--- src/rtl/flash_id_pkg.sv ---
package flash_id_pkg;
   typedef enum logic [2:0] {
      ST_IDLE  = 3'd0,
      ST_UNL1  = 3'd1,
      ST_UNL2  = 3'd2,
      ST_CMD   = 3'd3,
      ST_RDMFR = 3'd4,
      ST_RDDEV = 3'd5,
      ST_EXIT  = 3'd6
   } step_e;

   localparam logic [7:0] BYTE_UNL1 = 8'hAA;
   localparam logic [7:0] BYTE_UNL2 = 8'h55;
   localparam logic [7:0] BYTE_IDENT = 8'h90;
   localparam logic [7:0] BYTE_EXIT = 8'hF0;
endpackage

--- src/rtl/fid_ctrl.sv ---
module fid_ctrl
   import flash_id_pkg::*;
(
   input  logic  clk,
   input  logic  rst_n,
   input  logic  start,
   input  logic  bus_ack,
   output step_e step,
   output logic  busy,
   output logic  done
);
   step_e step_q, step_d;

   always_comb begin
      step_d = step_q;
      unique case (step_q)
         ST_IDLE:  if (start)   step_d = ST_UNL1;
         ST_UNL1:  if (bus_ack) step_d = ST_UNL2;
         ST_UNL2:  if (bus_ack) step_d = ST_CMD;
         ST_CMD:   if (bus_ack) step_d = ST_RDMFR;
         ST_RDMFR: if (bus_ack) step_d = ST_RDDEV;
         ST_RDDEV: if (bus_ack) step_d = ST_EXIT;
         ST_EXIT:  if (bus_ack) step_d = ST_IDLE;
         default:               step_d = ST_IDLE;
      endcase
   end

   always_ff @(posedge clk or negedge rst_n) begin
      if (!rst_n) begin
         step_q <= ST_IDLE;
         done   <= 1'b0;
      end else begin
         step_q <= step_d;
         done   <= (step_q == ST_EXIT) && bus_ack;
      end
   end

   assign step = step_q;
   assign busy = (step_q != ST_IDLE);


   done_pulse_chk: assert property (@(posedge clk) disable iff (!rst_n)
      done |=> !done);

   busy_hold_chk: assert property (@(posedge clk) disable iff (!rst_n)
      (busy && !bus_ack) |=> busy && $stable(step));
endmodule

--- src/rtl/fid_cmd.sv ---
module fid_cmd
   import flash_id_pkg::*;
#(
   parameter int ADDR_W = 32,
   parameter int LANES  = 4,
   localparam int DATA_W = 8 * LANES
)(
   input  step_e              step,
   input  logic               chip_b,
   output logic [ADDR_W-1:0]  addr,
   output logic [DATA_W-1:0]  wdata,
   output logic               wr,
   output logic               rd
);
   logic [ADDR_W-1:0] unl_a;

   for (genvar gi = 0; gi < ADDR_W; gi++) begin : g_unl
      localparam logic EVEN = ((gi % 2) == 0);
      assign unl_a[gi] = chip_b ? ~EVEN : EVEN;
   end

   logic [ADDR_W-1:0] id_base;
   assign id_base = chip_b ? ADDR_W'(1) : ADDR_W'(0);

   always_comb begin
      addr  = '0;
      wdata = '0;
      wr    = 1'b0;
      rd    = 1'b0;
      unique case (step)
         ST_UNL1:  begin addr = unl_a;  wdata = {LANES{BYTE_UNL1}};  wr = 1'b1; end
         ST_UNL2:  begin addr = ~unl_a; wdata = {LANES{BYTE_UNL2}};  wr = 1'b1; end
         ST_CMD:   begin addr = unl_a;  wdata = {LANES{BYTE_IDENT}}; wr = 1'b1; end
         ST_RDMFR: begin addr = id_base;             rd = 1'b1; end
         ST_RDDEV: begin addr = id_base + ADDR_W'(1); rd = 1'b1; end
         ST_EXIT:  begin addr = '0;     wdata = {LANES{BYTE_EXIT}};  wr = 1'b1; end
         default:  ;
      endcase
   end


   strb_excl_chk: assert final (!(wr && rd));
endmodule

--- src/rtl/fid_lanes.sv ---
module fid_lanes
   import flash_id_pkg::*;
#(
   parameter int LANES = 4,
   localparam int DATA_W = 8 * LANES
)(
   input  logic              clk,
   input  logic              rst_n,
   input  step_e             step,
   input  logic              bus_ack,
   input  logic [DATA_W-1:0] rdata,
   output logic [DATA_W-1:0] mfr_id,
   output logic [DATA_W-1:0] dev_id
);
   logic take_mfr, take_dev;
   assign take_mfr = bus_ack && (step == ST_RDMFR);
   assign take_dev = bus_ack && (step == ST_RDDEV);

   for (genvar k = 0; k < LANES; k++) begin : g_dev
      localparam int LN = LANES - 1 - k;
      always_ff @(posedge clk or negedge rst_n) begin
         if (!rst_n) begin
            mfr_id[8*k +: 8] <= '0;
            dev_id[8*k +: 8] <= '0;
         end else begin
            if (take_mfr) mfr_id[8*k +: 8] <= rdata[8*LN +: 8];
            if (take_dev) dev_id[8*k +: 8] <= rdata[8*LN +: 8];
         end
      end
   end


   id_hold_chk: assert property (@(posedge clk) disable iff (!rst_n)
      !(take_mfr || take_dev) |=> $stable(mfr_id) && $stable(dev_id));
endmodule

--- src/rtl/flash_id_seq.sv ---
module flash_id_seq
   import flash_id_pkg::*;
#(
   parameter int ADDR_W = 32,
   parameter int LANES  = 4,
   localparam int DATA_W = 8 * LANES
)(
   input  logic              clk,
   input  logic              rst_n,
   input  logic              start,
   input  logic              chip_b,
   output logic [ADDR_W-1:0] bus_addr,
   output logic [DATA_W-1:0] bus_wdata,
   input  logic [DATA_W-1:0] bus_rdata,
   output logic              bus_wr,
   output logic              bus_rd,
   input  logic              bus_ack,
   output logic              busy,
   output logic              done,
   output logic [DATA_W-1:0] mfr_id,
   output logic [DATA_W-1:0] dev_id
);
   if (ADDR_W < 2) begin : g_bad_addr
      $error("ADDR_W must be at least 2");
   end
   if (LANES < 1) begin : g_bad_lanes
      $error("LANES must be at least 1");
   end

   step_e step;
   logic  type_q;

   always_ff @(posedge clk or negedge rst_n) begin
      if (!rst_n)              type_q <= 1'b0;
      else if (start && !busy) type_q <= chip_b;
   end

   fid_ctrl i_ctrl (
      .clk(clk), .rst_n(rst_n), .start(start), .bus_ack(bus_ack),
      .step(step), .busy(busy), .done(done)
   );

   fid_cmd #(.ADDR_W(ADDR_W), .LANES(LANES)) i_cmd (
      .step(step), .chip_b(type_q), .addr(bus_addr), .wdata(bus_wdata),
      .wr(bus_wr), .rd(bus_rd)
   );

   fid_lanes #(.LANES(LANES)) i_lanes (
      .clk(clk), .rst_n(rst_n), .step(step), .bus_ack(bus_ack),
      .rdata(bus_rdata), .mfr_id(mfr_id), .dev_id(dev_id)
   );


   req_hold_chk: assert property (@(posedge clk) disable iff (!rst_n)
      ((bus_wr || bus_rd) && !bus_ack) |=>
         (bus_wr == $past(bus_wr)) && (bus_rd == $past(bus_rd)) &&
         $stable(bus_addr) && $stable(bus_wdata));

   done_idle_chk: assert property (@(posedge clk) disable iff (!rst_n)
      done |-> !busy && !bus_wr && !bus_rd);
endmodule

--- config.mk ---
export PLATFORM = sky130hd
export DESIGN_NAME = flash_id_seq
export DESIGN_NICKNAME = d
export VERILOG_FILES = /design/src/rtl/flash_id_pkg.sv /design/src/rtl/fid_ctrl.sv /design/src/rtl/fid_cmd.sv /design/src/rtl/fid_lanes.sv /design/src/rtl/flash_id_seq.sv
export SDC_FILE = /design/constraint.sdc
export NUM_CORES = 1
export LEC_CHECK = 0
export ABC_CLOCK_PERIOD_IN_PS = 2900
export CAP_MARGIN = 5
export CORE_AREA = 2 2 94 96
export CTS_BUF_LIST = sky130_fd_sc_hd__clkbuf_4
export CTS_CLUSTER_DIAMETER = 200
export DETAILED_ROUTE_END_ITERATION = 10
export DIE_AREA = 0 0 96 98
export PLACE_DENSITY = 0.79
export RECOVER_POWER = 25
export SETUP_SLACK_MARGIN = 0.15
export SLEW_MARGIN = 25
export SYNTH_ARGS = -nofsm -noshare
export SYNTH_HDL_FRONTEND = slang
export SYNTH_HIERARCHICAL = 1
export SYNTH_SLANG_ARGS = --single-unit
--- constraint.sdc ---
create_clock -name clk -period 2.9 [get_ports clk]
set_input_delay 0.29 -clock clk [delete_from_list [all_inputs] [get_ports clk]]
set_output_delay 0.29 -clock clk [all_outputs]
set_load 0.02 [all_outputs]
==> results of run 1 <==
==> flip-flops by register name, indices dropped and copies added (netlist names) <==
| name | cells |
|---|---|
| type_q | 1 |
| i_ctrl/done | 1 |
| i_lanes/mfr_id | 32 |
| i_lanes/dev_id | 32 |
| i_ctrl/step | 3 |
==> worst min-delay path by stage <==
stage / start / endpoint / depth (start not counted)
after global routing: bus_rdata[18] / i_lanes/mfr_id[10]$_DFFE_PN0P_ / 2
after floorplan: rst_n / i_ctrl/done$_DFF_PN0_ / 0
final: i_lanes/mfr_id[25]$_DFFE_PN0P_ / i_lanes/mfr_id[25]$_DFFE_PN0P_ / 1
after global placement: rst_n / i_lanes/dev_id[1]$_DFFE_PN0P_ / 1
after detailed placement: rst_n / i_lanes/mfr_id[1]$_DFFE_PN0P_ / 1
after CTS: bus_rdata[16] / i_lanes/mfr_id[8]$_DFFE_PN0P_ / 2
==> cells by family after synthesis <==
family | after synthesis
buffers and inverters | 66
DFF | 69
AOI/OAI and AO/OA | 13
muxes | 65
and+or+nand+nor | 25
==> per-stage QoR <==
| step | setup WS, ns | area, um^2 |
|---|---|---|
| global route | 0.124 | 4790 |
| global placement | 0.668 | 4640 |
| CTS | 0.160 | 4780 |
| finish | 0.320 | 4790 |
| floorplan | 0.772 | 3250 |
| detailed placement | 0.592 | 4640 |
==> power groups by stage <==
stage	logic, mW	clock network, mW	registers [mW]
floorplan	2.26	0	2.21
global placement	4.35	0	1.66
detailed placement	4.41	0	1.69
CTS	4.43	0.614	1.68
global route	4.65	0.649	1.74
finish	4.38	0.585	1.67
==> area by class of cell <==
cell class	count	share of cell area, %
Clock buffer	10	1.57
Clock inverter	5	1.10
Inverter	1	0.0784
Multi-Input combinational cell	103	21.6
Sequential cell	69	36.1
Tap cell	108	2.82
Timing Repair Buffer	177	36.7
==> synth_stat cells (3+ instances only) <==
cell type / number
mux2_2: 34
nand2b_1: 3
buf_8: 3
a21oi_1: 3
dfrtp_1: 69
nand2_1: 4
buf_4: 57
buf_2: 3
mux2_1: 30
nand3b_1: 4
==> per-layer routing <==
| metal | wire [um] | vias up |
|---|---|---|
| met4 | 72 | 0 |
| met2 | 3420 | 115 |
| met5 | 0 | - |
| li1 | - | 1012 |
| met3 | 899 | 8 |
| met1 | 2660 | 1086 |
==> critical path: cells and delay by family (launching register included) <==
kind	cells	cell delay, ns
AOI/OAI and AO/OA	1	0.33
buffers and inverters	1	0.68
DFF	1	0.46
and+or+nand+nor	1	0.43
==> what timing repair did <==
action / CTS / global route
gates cloned: 0 / 0
setup endpoints to repair: 15 / 10
gates resized for setup: 1 / 3
hold buffers: 1 / 0
hold endpoints to repair: 31 / 0
pin swaps: 0 / 0
==> impl_metrics.py, run 1 <==
metrics = {
    "status": {
        "outcome": "complete, but fails checks",
        "violations": "max-capacitance violations, max-slew violations",
    },
    "worst_setup_path": {
        "reg2regPathDepth": 3,
        "crit_chain": "or3b_4 > a21oi_4 > clkdlybuf4s50_1",
        "critPathSlowestCell": "clkdlybuf4s50_1",
        "r2r_slack_ns": 0.89,
        "regToRegStartpoint": "i_ctrl/step[2]$_DFFE_PN0P_",
        "crit_required_ns": 2.61,
        "cpPeakStageDelay_ns": 0.68,
        "crit_fanout": 15,
        "critPathKind": "reg2out",
        "critPathLaunchType": "flop",
        "arrival_ns": 2.29,
        "cp-endpoint": "bus_addr[5]",
        "worstSetupStartpoint": "type_q$_DFFE_PN0P_",
        "reg2reg_to": "i_lanes/mfr_id[23]$_DFFE_PN0P_",
        "end_kind": "primary output",
    },
    "logic_synthesis": {
        "muxShareOfSynthArea_pct": 22.7,
        "synthArstFlopShare_pct": 100,
        "syn_area_per_cell_um2": 13.6,
        "syn_nets": 275,
        "synth-compound-area-share_pct": 3.08,
        "synth_cell_types": 33,
        "synthAdderAreaFrac_pct": 0,
        "syn_area_um2": 3250,
        "synth-simple-area-share_pct": 5.28,
        "synth_sequential_area_ratio_pct": 53.2,
        "synth_cells": 238,
        "synth-edff-count": 0,
        "ys_ff_latch": 69,
        "synth_top_family_by_area": "multiplexers",
        "yosys-top-cells-area": "dfrtp_1, buf_4, mux2_2",
        "yosysTopAreaCell": "dfrtp_1",
        "synth_xor_area_share_pct": 0,
        "synth_top_flop_cell": "dfrtp_1",
        "yosysTopAreaCellShare_pct": 53.2,
        "yosysWarnings": 6,
    },
    "route": {
        "routedWlPerCell_um": 14.9,
        "vias": 2221,
        "first_pass_iters": 4,
        "drtIter0Drc": 31,
        "drtAntennaViolNets": 0,
        "vias_per_cell": 4.70,
        "wl_mm": 7.05,
        "drcViolationCount": 0,
    },
    "layout": {
        "multi_input_area_um2": 1030,
        "fin_cells": 473,
        "drive_above_1_share_pct": 18.4,
        "regArea_um2": 1730,
        "fill_cells": 744,
        "nNetsFinal": 398,
        "utilization_pct": 56.5,
        "mostFrequentLayoutCells": "clkdlybuf4s50_1, dfrtp_1, mux2_2",
        "area_growth_pct": 47.3,
        "diodes": 0,
        "mostFrequentLayoutCell": "clkdlybuf4s50_1",
    },
    "sta": {
        "hold_viol_final": 0,
        "tns_ns": 0,
        "clock_skew_ns": 0.00881,
        "rsz0062_at_grt": "no",
        "post-route-period-util_pct": 88.9,
        "tightestPinTransition_ns": 1.81,
        "max_freq_mhz": 388,
        "fin_crit_ns": 2.58,
        "slew_headroom_pct": -20.8,
        "timing.hold.ws_ns": 0.494,
        "drv_slew": 32,
        "finalSetupViolCount": 0,
    },
    "global_routing": {
        "grt_pass1_vias": 2221,
        "grtUsageMet1_pct": 16.8,
        "busiest_layer": "met2",
        "use_met3_pct": 8.64,
        "antenna_found_initial": 0,
        "grt_max_degree": 39,
        "grt_overflow_total": 0,
        "track_usage_pct": 15.2,
        "met2_usage_pct": 24.6,
        "grt_pass1_wl_mm": 11.0,
    },
    "pwr": {
        "switching_share_pct": 41.6,
        "power_frac_clock_pct": 8.8,
        "internal_power_mw": 3.88,
        "total_power_mw": 6.64,
        "combPwrFrac_pct": 66.0,
        "power.density_nw_per_um2": 1390,
        "power_leakage_nw": 2.03,
        "ir_drop_uv": 534,
        "power_switching_mw": 2.76,
        "pwr-share-seq_pct": 25.2,
    },
    "clocking": {
        "cts_max_level": 3,
        "numCtsBuffers": 9,
        "path_clk_slew_ns": 0.11,
        "clock_latency_ns": 0.39,
        "tritoncts": "built",
        "post_cts_buffers": 0,
        "cts_root_buffer": "clkbuf_4",
        "cts_buffer_depth": 2,
        "clock-sinks": 69,
    },
    "die": {
        "die_area_um2": 9410,
        "initial_utilization_pct": 38.4,
        "die_h_um": 98,
        "top_level_ports": 169,
        "rows": 34,
        "coreArea_um2": 8470,
        "die_w_um": 96,
    },
    "job": {
        "max_cap_viol_count": 1,
    },
    "placement": {
        "dp.cells": 457,
        "place_hpwl_mm": 5.15,
        "portBuffers": 168,
        "finalWeightedCongestion": 0.702,
    },
    "worst_hold_path": {
        "hold_class": "reg2reg",
    },
}
(Power assumes the default switching activity.)
==> run 2: changes to the inputs <==
--- a/config.mk
+++ b/config.mk
@@ -15,7 +15,8 @@
 export PLACE_DENSITY = 0.79
 export RECOVER_POWER = 25
 export SETUP_SLACK_MARGIN = 0.15
-export SLEW_MARGIN = 25
+export SKIP_LAST_GASP = 1
+export SLEW_MARGIN = 20
 export SYNTH_ARGS = -nofsm -noshare
 export SYNTH_HDL_FRONTEND = slang
 export SYNTH_HIERARCHICAL = 1
==> results of run 2 <==
Final layout, timing and power as in run 1 (identical DEF).
==> run 3: changes to the inputs <==
--- a/config.mk
+++ b/config.mk
@@ -14,6 +14,7 @@
 export DIE_AREA = 0 0 96 98
 export PLACE_DENSITY = 0.79
 export RECOVER_POWER = 25
+export REMOVE_ABC_BUFFERS = 1
 export SETUP_SLACK_MARGIN = 0.15
 export SKIP_LAST_GASP = 1
 export SLEW_MARGIN = 20
==> run 3 against run 2 <==
  * The run still ends with max-capacitance violations, max-slew violations left
  * Die area stayed put
  * Sequential share of layout area is 0.33 points higher
  * Power is 1.3% lower
  * Maximum frequency is 1.0% lower
  * Flip-flop and latch count stayed put
==> impl_metrics.py, run 3 (synthesized netlist as in run 1, its figures left out) <==
metrics = {
    "status": {
        "outcome": "complete, but fails checks",
        "violations": "max-capacitance violations, max-slew violations",
    },
    "pwr": {
        "combPwrFrac_pct": 66.6,
        "power_frac_clock_pct": 7.8,
        "power.density_nw_per_um2": 1380,
        "internal_power_mw": 3.80,
        "ir_drop_uv": 934,
        "switching_share_pct": 42.0,
        "pwr-share-seq_pct": 25.6,
        "total_power_mw": 6.55,
        "power_switching_mw": 2.75,
        "power_leakage_nw": 2.01,
    },
    "placement": {
        "placed_area_um2": 4620,
        "portBuffers": 168,
        "finalWeightedCongestion": 0.688,
        "dp.cells": 457,
        "place_hpwl_mm": 4.81,
    },
    "layout": {
        "nNetsFinal": 397,
        "diodes": 0,
        "fill_cells": 703,
        "utilization_pct": 56.0,
        "regArea_um2": 1730,
        "multi_input_area_um2": 1030,
        "mostFrequentLayoutCells": "clkdlybuf4s50_1, dfrtp_1, mux2_2",
        "mostFrequentLayoutCell": "clkdlybuf4s50_1",
        "area_growth_pct": 46.0,
        "fin_cells": 473,
        "drive_above_1_share_pct": 18.1,
        "final_area_um2": 4740,
    },
    "route": {
        "vias": 2199,
        "routedWlPerCell_um": 14.4,
        "vias_per_cell": 4.65,
        "wl_mm": 6.82,
        "drtIter0Drc": 42,
        "drtAntennaViolNets": 0,
        "drcViolationCount": 0,
        "first_pass_iters": 4,
    },
    "die": {
        "rows": 34,
        "initial_utilization_pct": 38.4,
        "die_w_um": 96,
        "coreArea_um2": 8470,
        "die_area_um2": 9410,
        "top_level_ports": 169,
        "die_h_um": 98,
    },
    "worst_setup_path": {
        "cpPeakStageDelay_ns": 0.68,
        "crit_fanout": 15,
        "crit_chain": "or3b_4 > a21oi_4 > clkdlybuf4s50_1",
        "critPathSlowestCell": "clkdlybuf4s50_1",
        "regToRegStartpoint": "i_ctrl/step[2]$_DFFE_PN0P_",
        "end_kind": "primary output",
        "critPathBufInv": 1,
        "reg2reg_to": "i_lanes/mfr_id[8]$_DFFE_PN0P_",
        "critPathLaunchType": "flop",
        "arrival_ns": 2.32,
        "reg2regPathDepth": 3,
        "critPathKind": "reg2out",
        "r2r_slack_ns": 0.94,
        "crit_cells": 3,
        "critPathTopFamily": "buffers and inverters",
        "crit_required_ns": 2.61,
    },
    "sta": {
        "drv_slew": 70,
        "max_freq_mhz": 384,
        "hold_viol_final": 0,
        "post-route-period-util_pct": 89.9,
        "rsz0062_at_grt": "yes",
        "fin_crit_ns": 2.61,
        "timing.hold.ws_ns": 0.409,
        "tightestPinTransition_ns": 1.65,
        "finalSetupViolCount": 0,
        "slew_headroom_pct": -10.2,
        "clock_skew_ns": 0.00970,
    },
    "clocking": {
        "numCtsBuffers": 9,
        "hold_buffers": 0,
        "cts_buffer_depth": 2,
        "clock-sinks": 69,
        "tritoncts": "built",
        "cts_max_level": 3,
        "cts_root_buffer": "clkbuf_4",
        "clock_latency_ns": 0.39,
        "path_clk_slew_ns": 0.10,
    },
    "global_routing": {
        "grt_pass1_wl_mm": 10.5,
        "grt_pass1_vias": 2236,
        "track_usage_pct": 14.2,
        "grt_overflow_total": 0,
        "antenna_found_initial": 0,
        "grt_max_degree": 70,
    },
    "job": {
        "max_cap_viol_count": 1,
    },
    "worst_hold_path": {
        "hold_class": "in2async",
    },
}
==> run 3: cell types whose count changed in the layout (fill, tap and decap cells not counted), sizes merged <==
cell,delta
clkbuf,+1
bufinv,-1
clkinvlp,+1
dlygate4sd3,-1
==> run 3: layout make-up <==
type                    count  area share, %
inverters                   1         0.0792
multi-input cells         103           21.8
repair buffers            176           36.6
well taps                 108           2.85
flip-flops and latches     69           36.4
clock buffers              11           1.74
clock inverters             5          0.580
==> run 3: power groups by stage <==
stage	clock network, mW	registers, mW	logic (mW)
final	0.511	1.68	4.36
after global routing	0.573	1.74	4.58
after detailed placement	0	1.70	4.36
after global placement	0	1.67	4.34
after CTS	0.542	1.68	4.41
after floorplan	0	2.25	1.41
==> run 3: how the worst max path moves through the flow <==
stage	startpoint	slack [ns]	endpoint
floorplan	i_ctrl/step[0]$_DFFE_PN0P_	-2.41	bus_addr[10]
global placement	type_q$_DFFE_PN0P_	0.64	bus_addr[17]
detailed placement	type_q$_DFFE_PN0P_	0.56	bus_addr[11]
CTS	i_ctrl/step[2]$_DFFE_PN0P_	0.17	bus_wdata[25]
global route	i_ctrl/step[0]$_DFFE_PN0P_	0.14	bus_wdata[0]
finish	type_q$_DFFE_PN0P_	0.29	bus_addr[25]
==> run 3: repair_timing <==
item	CTS	global route
setup buffers	0	0
endpoints found under the hold margin	0	0
gates resized for setup	1	1
setup endpoints to repair	15	9
==> run 3: through the flow <==
| step | worst slack, ns | setup TNS [ns] |
|---|---|---|
| final | 0.294 | 0 |
| after global routing | 0.143 | 0 |
| after CTS | 0.170 | 0 |
| after detailed placement | 0.562 | 0 |
| after global placement | 0.642 | 0 |
| after floorplan | -2.41 | -100.52 |
==> run 3: per-layer routing <==
| metal | share of wire, % | track usage, % | wire [um] | vias to the layer above |
|---|---|---|---|---|
| met1 | 43 | 17.3 | 2920 | 1065 |
| li1 | - | - | - | 1008 |
| met5 | 0 | 0 | 0 | - |
| met2 | 47 | 23.8 | 3190 | 120 |
| met3 | 9.3 | 3.86 | 632 | 6 |
| met4 | 1.2 | 4.95 | 81 | 0 |
